===== src/rtl/tmr_pkg.sv =====
package tmr_pkg;
  localparam int CTL_EN   = 7;
  localparam int CTL_IEN  = 6;
  localparam int CTL_CASC = 2;
  localparam int PS_W     = 10;

  function automatic int div_limit(input logic [1:0] sel);
    int sh;
    case (sel)
      2'd0:    sh = 0;
      2'd1:    sh = 6;
      2'd2:    sh = 8;
      default: sh = 10;
    endcase
    return 1 << sh;
  endfunction
endpackage


===== src/rtl/tmr_prescaler.sv =====
module tmr_prescaler
  import tmr_pkg::*;
(
  input  logic       clk,
  input  logic       rst,
  input  logic       run,
  input  logic       restart,
  input  logic [1:0] sel,
  output logic       tick
);
  logic [PS_W-1:0] phase_q;
  logic [PS_W-1:0] last_phase;

  always_comb begin
    last_phase = PS_W'(div_limit(sel) - 1);
    tick       = (phase_q == last_phase);
  end

  always_ff @(posedge clk) begin
    if (rst || restart) begin
      phase_q <= '0;
    end else if (run) begin
      phase_q <= tick ? '0 : phase_q + 1'b1;
    end
  end
endmodule


===== src/rtl/tmr_channel.sv =====
module tmr_channel
  import tmr_pkg::*;
#(
  parameter int CNT_W    = 16,
  parameter bit HAS_CASC = 1'b1
) (
  input  logic             clk,
  input  logic             rst,
  input  logic             data_we,
  input  logic             ctrl_we,
  input  logic [CNT_W-1:0] wdata,
  input  logic             casc_in,
  input  logic             irq_ack,
  output logic [CNT_W-1:0] cnt_q,
  output logic [CNT_W-1:0] reload_q,
  output logic [CNT_W-1:0] ctrl_rd,
  output logic             ovf,
  output logic             irq_q,
  output logic             en_q,
  output logic             ien_q
);
  logic       casc_q;
  logic [1:0] div_q;
  logic       en_rise;
  logic       ps_tick;
  logic       step;

  assign en_rise = ctrl_we && wdata[CTL_EN] && !en_q;

  tmr_prescaler u_ps (
    .clk     (clk),
    .rst     (rst),
    .run     (en_q),
    .restart (en_rise),
    .sel     (div_q),
    .tick    (ps_tick)
  );

  generate
    if (HAS_CASC) begin : g_casc
      always_ff @(posedge clk) begin
        if (rst)          casc_q <= 1'b0;
        else if (ctrl_we) casc_q <= wdata[CTL_CASC];
      end
    end else begin : g_nocasc
      assign casc_q = 1'b0;
    end
  endgenerate

  always_ff @(posedge clk) begin
    if (rst) begin
      en_q  <= 1'b0;
      ien_q <= 1'b0;
      div_q <= 2'd0;
    end else if (ctrl_we) begin
      en_q  <= wdata[CTL_EN];
      ien_q <= wdata[CTL_IEN];
      div_q <= wdata[1:0];
    end
  end

  always_ff @(posedge clk) begin
    if (rst)          reload_q <= '0;
    else if (data_we) reload_q <= wdata;
  end

  always_comb begin
    step = en_q && (casc_q ? casc_in : ps_tick);
    ovf  = step && (cnt_q == {CNT_W{1'b1}});
  end

  always_ff @(posedge clk) begin
    if (rst)          cnt_q <= '0;
    else if (en_rise) cnt_q <= reload_q;
    else if (ovf)     cnt_q <= reload_q;
    else if (step)    cnt_q <= cnt_q + 1'b1;
  end

  always_ff @(posedge clk) begin
    if (rst) irq_q <= 1'b0;
    else     irq_q <= (irq_q && !irq_ack) || (ovf && ien_q);
  end

  always_comb begin
    ctrl_rd           = '0;
    ctrl_rd[CTL_EN]   = en_q;
    ctrl_rd[CTL_IEN]  = ien_q;
    ctrl_rd[CTL_CASC] = casc_q;
    ctrl_rd[1:0]      = div_q;
  end
endmodule


===== src/rtl/quad_reload_timer.sv =====
module quad_reload_timer
  import tmr_pkg::*;
#(
  parameter int NUM_CH  = 4,
  parameter int CNT_W   = 16,
  localparam int ADDR_W = $clog2(NUM_CH) + 2
) (
  input  logic              clk,
  input  logic              rst,
  input  logic [ADDR_W-1:0] bus_addr,
  input  logic              bus_we,
  input  logic [CNT_W-1:0]  bus_wdata,
  output logic [CNT_W-1:0]  bus_rdata,
  input  logic [NUM_CH-1:0] irq_ack,
  output logic [NUM_CH-1:0] irq
);
  localparam int IDX_W = ADDR_W - 2;

  logic [CNT_W-1:0]        cnt_arr  [NUM_CH];
  logic [CNT_W-1:0]        rel_arr  [NUM_CH];
  logic [CNT_W-1:0]        ctl_arr  [NUM_CH];
  logic [NUM_CH-1:0]       ovf_vec;
  logic [NUM_CH-1:0]       en_vec;
  logic [NUM_CH-1:0]       ien_vec;
  logic [NUM_CH*CNT_W-1:0] cnt_flat;
  logic [NUM_CH*CNT_W-1:0] rel_flat;
  logic [IDX_W-1:0]        sel_ch;
  logic                    aligned;

  assign sel_ch  = bus_addr[ADDR_W-1:2];
  assign aligned = !bus_addr[0];

  generate
    for (genvar n = 0; n < NUM_CH; n++) begin : g_ch
      logic hit;
      logic casc_src;
      assign hit = bus_we && aligned && (sel_ch == IDX_W'(n));
      if (n == 0) begin : g_first
        assign casc_src = 1'b0;
      end else begin : g_upper
        assign casc_src = ovf_vec[n-1];
      end

      tmr_channel #(
        .CNT_W    (CNT_W),
        .HAS_CASC (n != 0)
      ) u_ch (
        .clk      (clk),
        .rst      (rst),
        .data_we  (hit && !bus_addr[1]),
        .ctrl_we  (hit && bus_addr[1]),
        .wdata    (bus_wdata),
        .casc_in  (casc_src),
        .irq_ack  (irq_ack[n]),
        .cnt_q    (cnt_arr[n]),
        .reload_q (rel_arr[n]),
        .ctrl_rd  (ctl_arr[n]),
        .ovf      (ovf_vec[n]),
        .irq_q    (irq[n]),
        .en_q     (en_vec[n]),
        .ien_q    (ien_vec[n])
      );

      assign cnt_flat[n*CNT_W +: CNT_W] = cnt_arr[n];
      assign rel_flat[n*CNT_W +: CNT_W] = rel_arr[n];
    end
  endgenerate

  always_ff @(posedge clk) begin
    if (rst)               bus_rdata <= '0;
    else if (!aligned)     bus_rdata <= '0;
    else if (bus_addr[1])  bus_rdata <= ctl_arr[sel_ch];
    else                   bus_rdata <= cnt_arr[sel_ch];
  end
endmodule


===== config.mk =====
export PLATFORM = sky130hd
export DESIGN_NAME = quad_reload_timer
export DESIGN_NICKNAME = d
export VERILOG_FILES = /design/src/rtl/tmr_pkg.sv /design/src/rtl/tmr_prescaler.sv /design/src/rtl/tmr_channel.sv /design/src/rtl/quad_reload_timer.sv
export SDC_FILE = /design/constraint.sdc
export NUM_CORES = 1
export LEC_CHECK = 0
export BUFFER_PORTS_ARGS = -buffer_cell sky130_fd_sc_hd__buf_2
export CAP_MARGIN = 10
export CORE_ASPECT_RATIO = 0.9
export CORE_MARGIN = 2
export CORE_UTILIZATION = 60
export CTS_CLUSTER_DIAMETER = 150
export DETAILED_ROUTE_END_ITERATION = 7
export PLACE_DENSITY = 0.89
export SYNTH_ARGS = -nofsm -noshare
export SYNTH_HDL_FRONTEND = slang
export SYNTH_SLANG_ARGS = --single-unit

===== constraint.sdc =====
create_clock -name clk -period 6.05 [get_ports clk]
set_input_delay 0.3025 -clock clk [delete_from_list [all_inputs] [get_ports clk]]
set_output_delay 0.3025 -clock clk [all_outputs]
set_load 0.1 [all_outputs]

==> flow_summary.yaml, run 1 <==
routing:
  drc: 0
  wire_per_inst_um: 19.35
  dr_wl_met3_um: 3486
  wl_met1_um: 11790
  drt_iter0_markers: 1322
  drtAntennaViolNets: 0
  drtPass1Iterations: 6
  met2_length_um: 13020
  vias_per_cell: 6.545
  vias: 10050
  top_layer: "met4"
  routed_wl_um: 29710
final_layout:
  fin_nets: 1319
  layout-drive-gt1-share_pct: 11.85
  diodes: 0
  finish.utilization_pct: 67.93
  area_delta_synth_final_pct: 9.670
timing:
  max_freq_mhz: 333.3
  fin_crit_sh_pct: 49.60
  setup_viol: 0
  slew_viol_final: 0
  finalCriticalPeriod_ps: 3001
  setup_tns_ps: 0
  rsz0062_at_grt: "false"
  slew_headroom_pct: 19.51
  hold_viol: 0
  skew_ps: 7.919
  worst_pin_slew_ps: 1203
clock_tree:
  cts_max_level: 1
  root_buffer: "clkbuf_16"
  cts_tree: "yes"
  numCtsBuffers: 22
  cts_max_path_buffers: 3
  cts_hold_buf: 0
  clk_pin_slew_ps: 60
  cts_resized: 0
  cts_setup_buffers: 0
  insertion_delay_ps: 510
  clkSinkCount: 207
grt:
  grt_overflow: 0
  first_global_vias: 9168
  antenna_found_initial: 0
  grt_pass1_wl_um: 47490
  grt_util_all_layers_pct: 32.01
  grt_max_degree: 85
yosys:
  ys_seq_area_share_pct: 39.34
  synthArstFlopShare_pct: 0
  netlist_instances: 1291
  ys_types: 85
  synth-edff-count: 0
  synth_top_area_cell: "dfxtp_1"
  synth.area.top_cells: "dfxtp_1 (39%), nand2_1 (8.1%), a21oi_1 (5.7%)"
  yosys_most_used_dff: "dfxtp_1"
  synth-seq-cells: 207
  ys.warnings.count: 0
  syn-cell-area_um2: 10530
  yosysTopAreaCellShare_pct: 39.34
  synth.net_count: 1326
  avgSynthCellArea_um2: 8.158
worst_setup_path:
  cp_max_fo: 30
  start_kind: "register"
  arrival_ps: 3440
  critPathCaptureType: "register"
  worstPathRequired_ps: 6490
  worstSetupPathType: "register to register"
pwr:
  power.switching_mw: 0.6819
  power_density_nw_per_um2: 264.1
  p_leak_nw: 3.985
  switching_share_pct: 22.35
  ir_drop_mv: 0.2292
  p_int_mw: 2.369
  power_frac_seq_pct: 45.7
  comb_power_share_pct: 4.3
  power_frac_clock_pct: 50.0
placement:
  io_buffers: 46
  dpl.hpwl_um: 20670
  globalplace.congestion: 0.9886
floorplan:
  fp.dieW_um: 143.7
  dieHeight_um: 129.7
  coreArea_um2: 17000
  die-area_um2: 18630
  row_count: 45
  start_util_pct: 61.94
  pin_count: 47
status:
  status: "completed"
run:
  maxCapViolations: 0
min_path:
  hold_path_class: "input port to register"
power groups by stage:
stage	logic (mW)	clock network, mW	registers [mW]
2_1_floorplan	0.0863	0	1.42
3_3_place_gp	0.124	0	1.42
3_5_place_dp	0.127	0	1.42
4_1_cts	0.127	1.53	1.39
5_1_grt	0.139	1.59	1.39
6_report	0.131	1.53	1.39
registers in the layout (all words and copies together) (netlist names):
register and count:
g_ch.u_ch.casc_q 3, bus_rdata 16, g_ch.u_ch.cnt_q 64, g_ch.u_ch.en_q 4
g_ch.u_ch.div_q 8, g_ch.u_ch.u_ps.phase_q 40, g_ch.u_ch.reload_q 64, g_ch.u_ch.irq_q 4
g_ch.u_ch.ien_q 4
final timing paths:
kind                                                  to  slack, ps                     start  depth (start not counted)
worst min register to register  g_ch[0].u_ch.reload_q[6]        450  g_ch[0].u_ch.reload_q[6]                          2
worst max register to register    g_ch[2].u_ch.cnt_q[12]       3050         g_ch[1].u_ch.en_q                          8
worst min-delay path                  g_ch[3].u_ch.irq_q         60                irq_ack[3]                          3
worst max-delay path              g_ch[2].u_ch.cnt_q[12]       3050         g_ch[1].u_ch.en_q                          8
synth_stat cells, types with 5 or more instances:
library cell    n
xnor2_1        13
buf_2          10
a21oi_1       121
clkbuf_1       51
inv_1          36
buf_4           9
ha_1            8
o21ai_0        42
nand4_1        20
nor3_1         29
o32ai_1        16
nor2_1        117
mux2i_1        32
mux4_2         19
o2111ai_1       5
o211ai_1        9
a22oi_1        15
or4_1          16
nand2_1       227
mux2_2          6
and3_1         13
or2_2          10
nand3_1        56
dfxtp_1       207
and2_1         11
or3_1          11
nor2b_1        21
buf_1           5
a31oi_1        18
xor2_1         24
nor4_1         20
cell usage in the layout, fill, tap and decap left out, types with 16 or more instances in the layout:
| cell type | synthesis | final |
|---|---|---|
| a21oi_1 | 121 | 121 |
| a31oi_1 | 18 | 18 |
| buf_2 | 10 | 45 |
| clkbuf_16 | 0 | 23 |
| dfxtp_1 | 207 | 207 |
| inv_1 | 36 | 36 |
| mux2i_1 | 32 | 32 |
| mux4_2 | 19 | 19 |
| nand2_1 | 227 | 227 |
| nand3_1 | 56 | 56 |
| nand4_1 | 20 | 20 |
| nor2_1 | 117 | 117 |
| nor2b_1 | 21 | 21 |
| nor3_1 | 29 | 29 |
| nor4_1 | 20 | 20 |
| o21ai_0 | 42 | 41 |
| o32ai_1 | 16 | 16 |
| or4_1 | 16 | 16 |
| xor2_1 | 24 | 24 |
critical path, stage by stage (launching register included):
cell and delay, ps:
dfxtp_1 650, nand3_1 160, nor4_1 340, o2111ai_2 350, a2111oi_2 560, a311oi_4 80
buf_4 280, a221o_1 370, a21oi_1 120
per-layer routing:
| layer | up-vias | track usage, % |
|---|---|---|
| met4 | 0 | 14.01 |
| met5 | - | 0 |
| li1 | 4599 | - |
| met1 | 4678 | 44.13 |
| met2 | 639 | 49.30 |
| met3 | 131 | 6.202 |
per-stage QoR:
| stage | total power, mW | area, µm² | hold WS (ps) | cells | setup WS [ps] |
|---|---|---|---|---|---|
| after global routing | 3.123 | 11550 | 76.68 | 1535 | 2866 |
| after global placement | 1.546 | 10720 | 438.6 | 1495 | 3075 |
| after detailed placement | 1.550 | 10720 | 441.8 | 1495 | 2990 |
| final | 3.051 | 11550 | 55.50 | 1535 | 3049 |
| after CTS | 3.048 | 11550 | 55.45 | 1535 | 3064 |
| after floorplan | 1.504 | 10530 | 431.7 | 1291 | 3513 |
cells by family (layout without fill, tap and decap cells):
| kind of cell | count (synthesis) | in the layout | synth area share [%] |
|---|---|---|---|
| compound gates | 274 | 274 | 16.74 |
| xor+xnor | 37 | 37 | 3.077 |
| fa+ha+maj | 8 | 8 | 0.9504 |
| buf+inv | 120 | 129 | 5.167 |
| flops | 207 | 207 | 39.34 |
| mux | 58 | 58 | 7.995 |
| simple gates | 587 | 587 | 26.73 |
area by class of cell:
cell class,instances,area [µm²]
Tap cell,235,294.0
Multi-Input combinational cell,964,5872
Inverter,38,142.6
Sequential cell,207,4144
Timing Repair Buffer,51,270.3
Fill cell,1333,5453
Clock buffer,27,630.6
Clock inverter,13,197.7
No activity file was read; power rests on OpenSTA's default activity.
==> run 2, diff against run 1 <==
==> constraint.sdc (replaced) <==
create_clock -name clk -period 3.05 [get_ports clk]
set_input_delay 0.1525 -clock clk [delete_from_list [all_inputs] [get_ports clk]]
set_output_delay 0.1525 -clock clk [all_outputs]
set_load 0.1 [all_outputs]
==> flow_summary.yaml, run 2 (same netlist as run 1, synthesis figures left out) <==
status:
  status: "completed"
grt:
  grt_overflow: 0
  antenna_found_initial: 0
  first_global_vias: 9402
  grt_pass1_wl_um: 48310
  grt_util_all_layers_pct: 32.77
  grt_max_degree: 45
routing:
  drc: 0
  routed_wl_um: 30760
  vias_per_cell: 6.395
  drtPass1Iterations: 6
  wire_per_inst_um: 19.52
  drt_iter0_markers: 1250
  vias: 10080
  drtAntennaViolNets: 0
clock_tree:
  clk_pin_slew_ps: 70
  numCtsBuffers: 21
  cts_setup_buffers: 0
  cts_max_path_buffers: 3
  cts_tree: "yes"
  insertion_delay_ps: 510
  clkSinkCount: 207
  cts_max_level: 1
  root_buffer: "clkbuf_16"
final_layout:
  finish.utilization_pct: 69.23
  layout-drive-gt1-share_pct: 12.91
  area_delta_synth_final_pct: 11.77
  mostFrequentLayoutCell: "nand2_1"
  layout_common_cells: "nand2_1 (227), dfxtp_1 (207), a21oi_1 (121), nor2_1 (117), nand3_1 (56)"
  fin_nets: 1365
  largestRegisters: "g_ch.u_ch.cnt_q (64), g_ch.u_ch.reload_q (64), g_ch.u_ch.u_ps.phase_q (40)"
run:
  maxCapViolations: 0
min_path:
  hold_path_class: "input port to register"
floorplan:
  pin_count: 47
  dieHeight_um: 129.7
  start_util_pct: 61.94
  row_count: 45
  fp.dieW_um: 143.7
  coreArea_um2: 17000
  die-area_um2: 18630
worst_setup_path:
  start_kind: "register"
  cpPeakStageDelay_ps: 840
  crit_slowest_cell: "nor3_2"
  critPathCaptureType: "register"
  arrival_ps: 3340
  cp_max_fo: 17
  crit_family: "simple AND/OR/NAND/NOR gates"
  worstPathRequired_ps: 3400
  worstSetupPathType: "register to register"
  crit_chain: "ha_1, nand3_1, nor3_1, and4_1, and3_1, nor3_2, or2_2, o32ai_1"
  crit_buf_inv: 0
pwr:
  ir_drop_mv: 0.3387
  p_leak_nw: 4.105
  power_mw: 5.505
  power_density_nw_per_um2: 467.6
timing:
  worst_pin_slew_ps: 1091
  setup_viol: 0
  hold_viol: 0
  max_freq_mhz: 334.1
  slew_headroom_pct: 26.90
  skew_ps: 22.13
  slew_viol_final: 0
  finalCriticalPeriod_ps: 2993
  fin_crit_sh_pct: 98.12
placement:
  globalplace.congestion: 0.9703
  io_buffers: 46
  dpl.hpwl_um: 21380
## run 2: metal layers
| metal | global-route usage [%] | wire length, µm |
|---|---|---|
| met5 | 0 | 0 |
| met3 | 5.761 | 3431 |
| met1 | 45.26 | 12230 |
| met2 | 51.18 | 13730 |
| met4 | 13.67 | 1358 |
## run 2: worst min-delay path: stages
cell     delay [ps]
buf_2           190
nand2_1          80
a21oi_1          50
## run 2: area by class of cell
type / count / area (µm²)
antenna: 1 / 2.502
clock buffer: 29 / 575.6
clock inverter: 4 / 48.80
fill: 1332 / 5231
inverter: 38 / 142.6
multi-input combinational: 965 / 5899
sequential: 207 / 4144
tap: 235 / 294.0
timing repair buffer: 97 / 665.6
## run 2: repair_timing
item | CTS | global route
endpoints found under the hold margin | 45 | 0
hold buffers | 15 | 0
resized for setup | 0 | 1
endpoints found under the setup margin | 0 | 8
## run 2: worst paths after layout
path,startpoint,end,slack (ps),cells after the start
worst min-delay path,bus_wdata[1],g_ch[1].u_ch.div_q[1],20,3
worst max register to register,g_ch[1].u_ch.cnt_q[0],g_ch[2].u_ch.cnt_q[8],60,8
worst min register to register,g_ch[2].u_ch.reload_q[12],g_ch[2].u_ch.reload_q[12],450,2
worst max-delay path,g_ch[1].u_ch.cnt_q[0],g_ch[2].u_ch.cnt_q[8],60,8
## run 2: per-stage QoR
stage | hold WS [ps] | setup slack (ps) | cells | TNS (ps) | cell area [µm²]
after floorplan | 288.5 | 513.1 | 1291 | 0 | 10530
after global placement | 415.1 | 191.4 | 1526 | 0 | 10970
after detailed placement | 425.1 | 77.90 | 1526 | 0 | 10970
after CTS | 5.753 | 67.71 | 1574 | 0 | 11740
after global routing | 37.38 | -3.384 | 1575 | -3.384 | 11770
final | 20.97 | 57.31 | 1576 | 0 | 11770
## run 2: power breakdown
group          internal, mW  total [mW]  switching, mW
clock network          1.39        2.45           1.05
registers              2.73        2.76         0.0323
logic                0.0982       0.294          0.196
==> run 3, diff against run 2 <==
--- a/config.mk
+++ b/config.mk
@@ -10,7 +10,7 @@
 export CORE_ASPECT_RATIO = 0.9
 export CORE_MARGIN = 2
 export CORE_UTILIZATION = 60
-export CTS_CLUSTER_DIAMETER = 150
+export CTS_CLUSTER_DIAMETER = 200
 export DETAILED_ROUTE_END_ITERATION = 7
 export PLACE_DENSITY = 0.89
 export SYNTH_ARGS = -nofsm -noshare
==> constraint.sdc (replaced) <==
create_clock -name clk -period 3 [get_ports clk]
set_input_delay 0.15 -clock clk [delete_from_list [all_inputs] [get_ports clk]]
set_output_delay 0.15 -clock clk [all_outputs]
set_load 0.1 [all_outputs]
==> flow_summary.yaml, run 3 (same netlist as run 1, synthesis figures left out) <==
clock_tree:
  insertion_delay_ps: 510
  cts_tree: "yes"
  root_buffer: "clkbuf_16"
  clkSinkCount: 207
  cts_max_path_buffers: 3
  numCtsBuffers: 22
  cts_max_level: 1
  clk_pin_slew_ps: 60
routing:
  wire_per_inst_um: 19.31
  drtPass1Iterations: 6
  routed_wl_um: 30590
  drtAntennaViolNets: 0
  drc: 0
  vias_per_cell: 6.504
  vias: 10300
  drt_iter0_markers: 1160
placement:
  io_buffers: 46
  dpl_cell_area_um2: 11030
  place_inst: 1532
  post-place-ws_ps: 183.4
  globalplace.congestion: 0.9772
  dpl.hpwl_um: 21150
final_layout:
  finish.utilization_pct: 69.72
  fin_nets: 1371
  fin_cells: 1584
  area_delta_synth_final_pct: 12.56
  layout-drive-gt1-share_pct: 13.34
  layout_common_cells: "nand2_1 (227), dfxtp_1 (207), a21oi_1 (121), nor2_1 (117), nand3_1 (56)"
  mostFrequentLayoutCell: "nand2_1"
  largestRegisters: "g_ch.u_ch.cnt_q (64), g_ch.u_ch.reload_q (64), g_ch.u_ch.u_ps.phase_q (40)"
  diodes: 0
  fin_area_um2: 11860
status:
  status: "completed"
timing:
  slew_headroom_pct: 22.76
  setup_ws_ps: 59.19
  setup_viol: 0
  fin_crit_sh_pct: 98.03
  holdWs_ps: 8.685
  skew_ps: 17.08
  rsz0062_at_grt: "true"
  setup_tns_ps: 0
  max_freq_mhz: 340.0
  slew_viol_final: 0
  hold_viol: 0
  worst_pin_slew_ps: 1159
  finalCriticalPeriod_ps: 2941
grt:
  antenna_found_initial: 1
  grt_pass1_wl_um: 48310
  top_usage_layer: "met2"
  grt_max_degree: 50
  grt_util_all_layers_pct: 32.65
  use_met2_pct: 50.11
  grt_overflow: 0
  first_global_vias: 9270
  grtUsageMet1_pct: 44.59
  use_met3_pct: 7.927
floorplan:
  fp.dieW_um: 143.7
  coreArea_um2: 17000
  dieHeight_um: 129.7
  start_util_pct: 61.94
  row_count: 45
  die-area_um2: 18630
  pin_count: 47
worst_setup_path:
  startpoint: "g_ch[0].u_ch.u_ps.phase_q[9]"
  critPathCaptureType: "register"
  worstSetupPathType: "register to register"
  worstPathRequired_ps: 3360
  cp_max_fo: 17
  rr_startpoint: "g_ch[0].u_ch.u_ps.phase_q[9]"
  start_kind: "register"
  ff2ff_setup_slack_ps: 60
  arrival_ps: 3300
pwr:
  ir_drop_mv: 0.4395
  p_leak_nw: 4.167
  power_density_nw_per_um2: 482.8
  power_mw: 5.723
run:
  maxCapViolations: 0
min_path:
  hp-start: "bus_wdata[1]"
  hold_path_class: "input port to register"
[run 3: cell count changes in the layout (fill, tap and decap cells not counted), sizes merged]
cell / previous run / this run
buf: 82 / 88
diode: 1 / 0
a311oi: 4 / 3
clkinv: 3 / 2
clkbuf: 29 / 36
bufinv: 1 / 0
inv: 38 / 37
[run 3: layout make-up]
cell class              instances  area, µm²
clock buffers                  36      674.4
clock inverters                 1      5.005
fillers                      1337       5149
inverters                      38      142.6
multi-input cells             964       5872
flip-flops and latches        207       4144
well taps                     235      294.0
repair buffers                103      723.2
[run 3: repair_timing]
action | in CTS | in global routing
buffers inserted | 0 | 0
hold endpoints to repair | 42 | 0
endpoints found under the setup margin | 0 | 4
hold buffers | 15 | 0
resized for setup | 0 | 0
[run 3: path summary, 6_finish.rpt]
path | to | cells past startpoint
worst max-delay path | g_ch[2].u_ch.cnt_q[8] | 7
worst min-delay path | g_ch[0].u_ch.reload_q[1] | 3
worst max register to register | g_ch[2].u_ch.cnt_q[8] | 7
worst min register to register | g_ch[0].u_ch.reload_q[12] | 2
[run 3: where the power goes]
group	switching [mW]	internal (mW)
Clock	1.09	1.52
Sequential	0.0321	2.77
Combinational	0.201	0.0991
Total	1.33	4.40
[run 3: layer usage]
layer  vias up  part of all wire, %
met4         2                  4.5
met3       126                   13
met5         -                 0.11
met2       662                   44
li1       4701                    -
met1      4812                   39
[run 3: worst max-delay path, cell delays in order, from the launching register on]
cell and delay [ps]:
dfxtp_1 340, and3_1 190, o2111ai_1 350, a221oi_1 260
and3_1 300, nor3_2 790, or2_2 420, o32ai_1 150
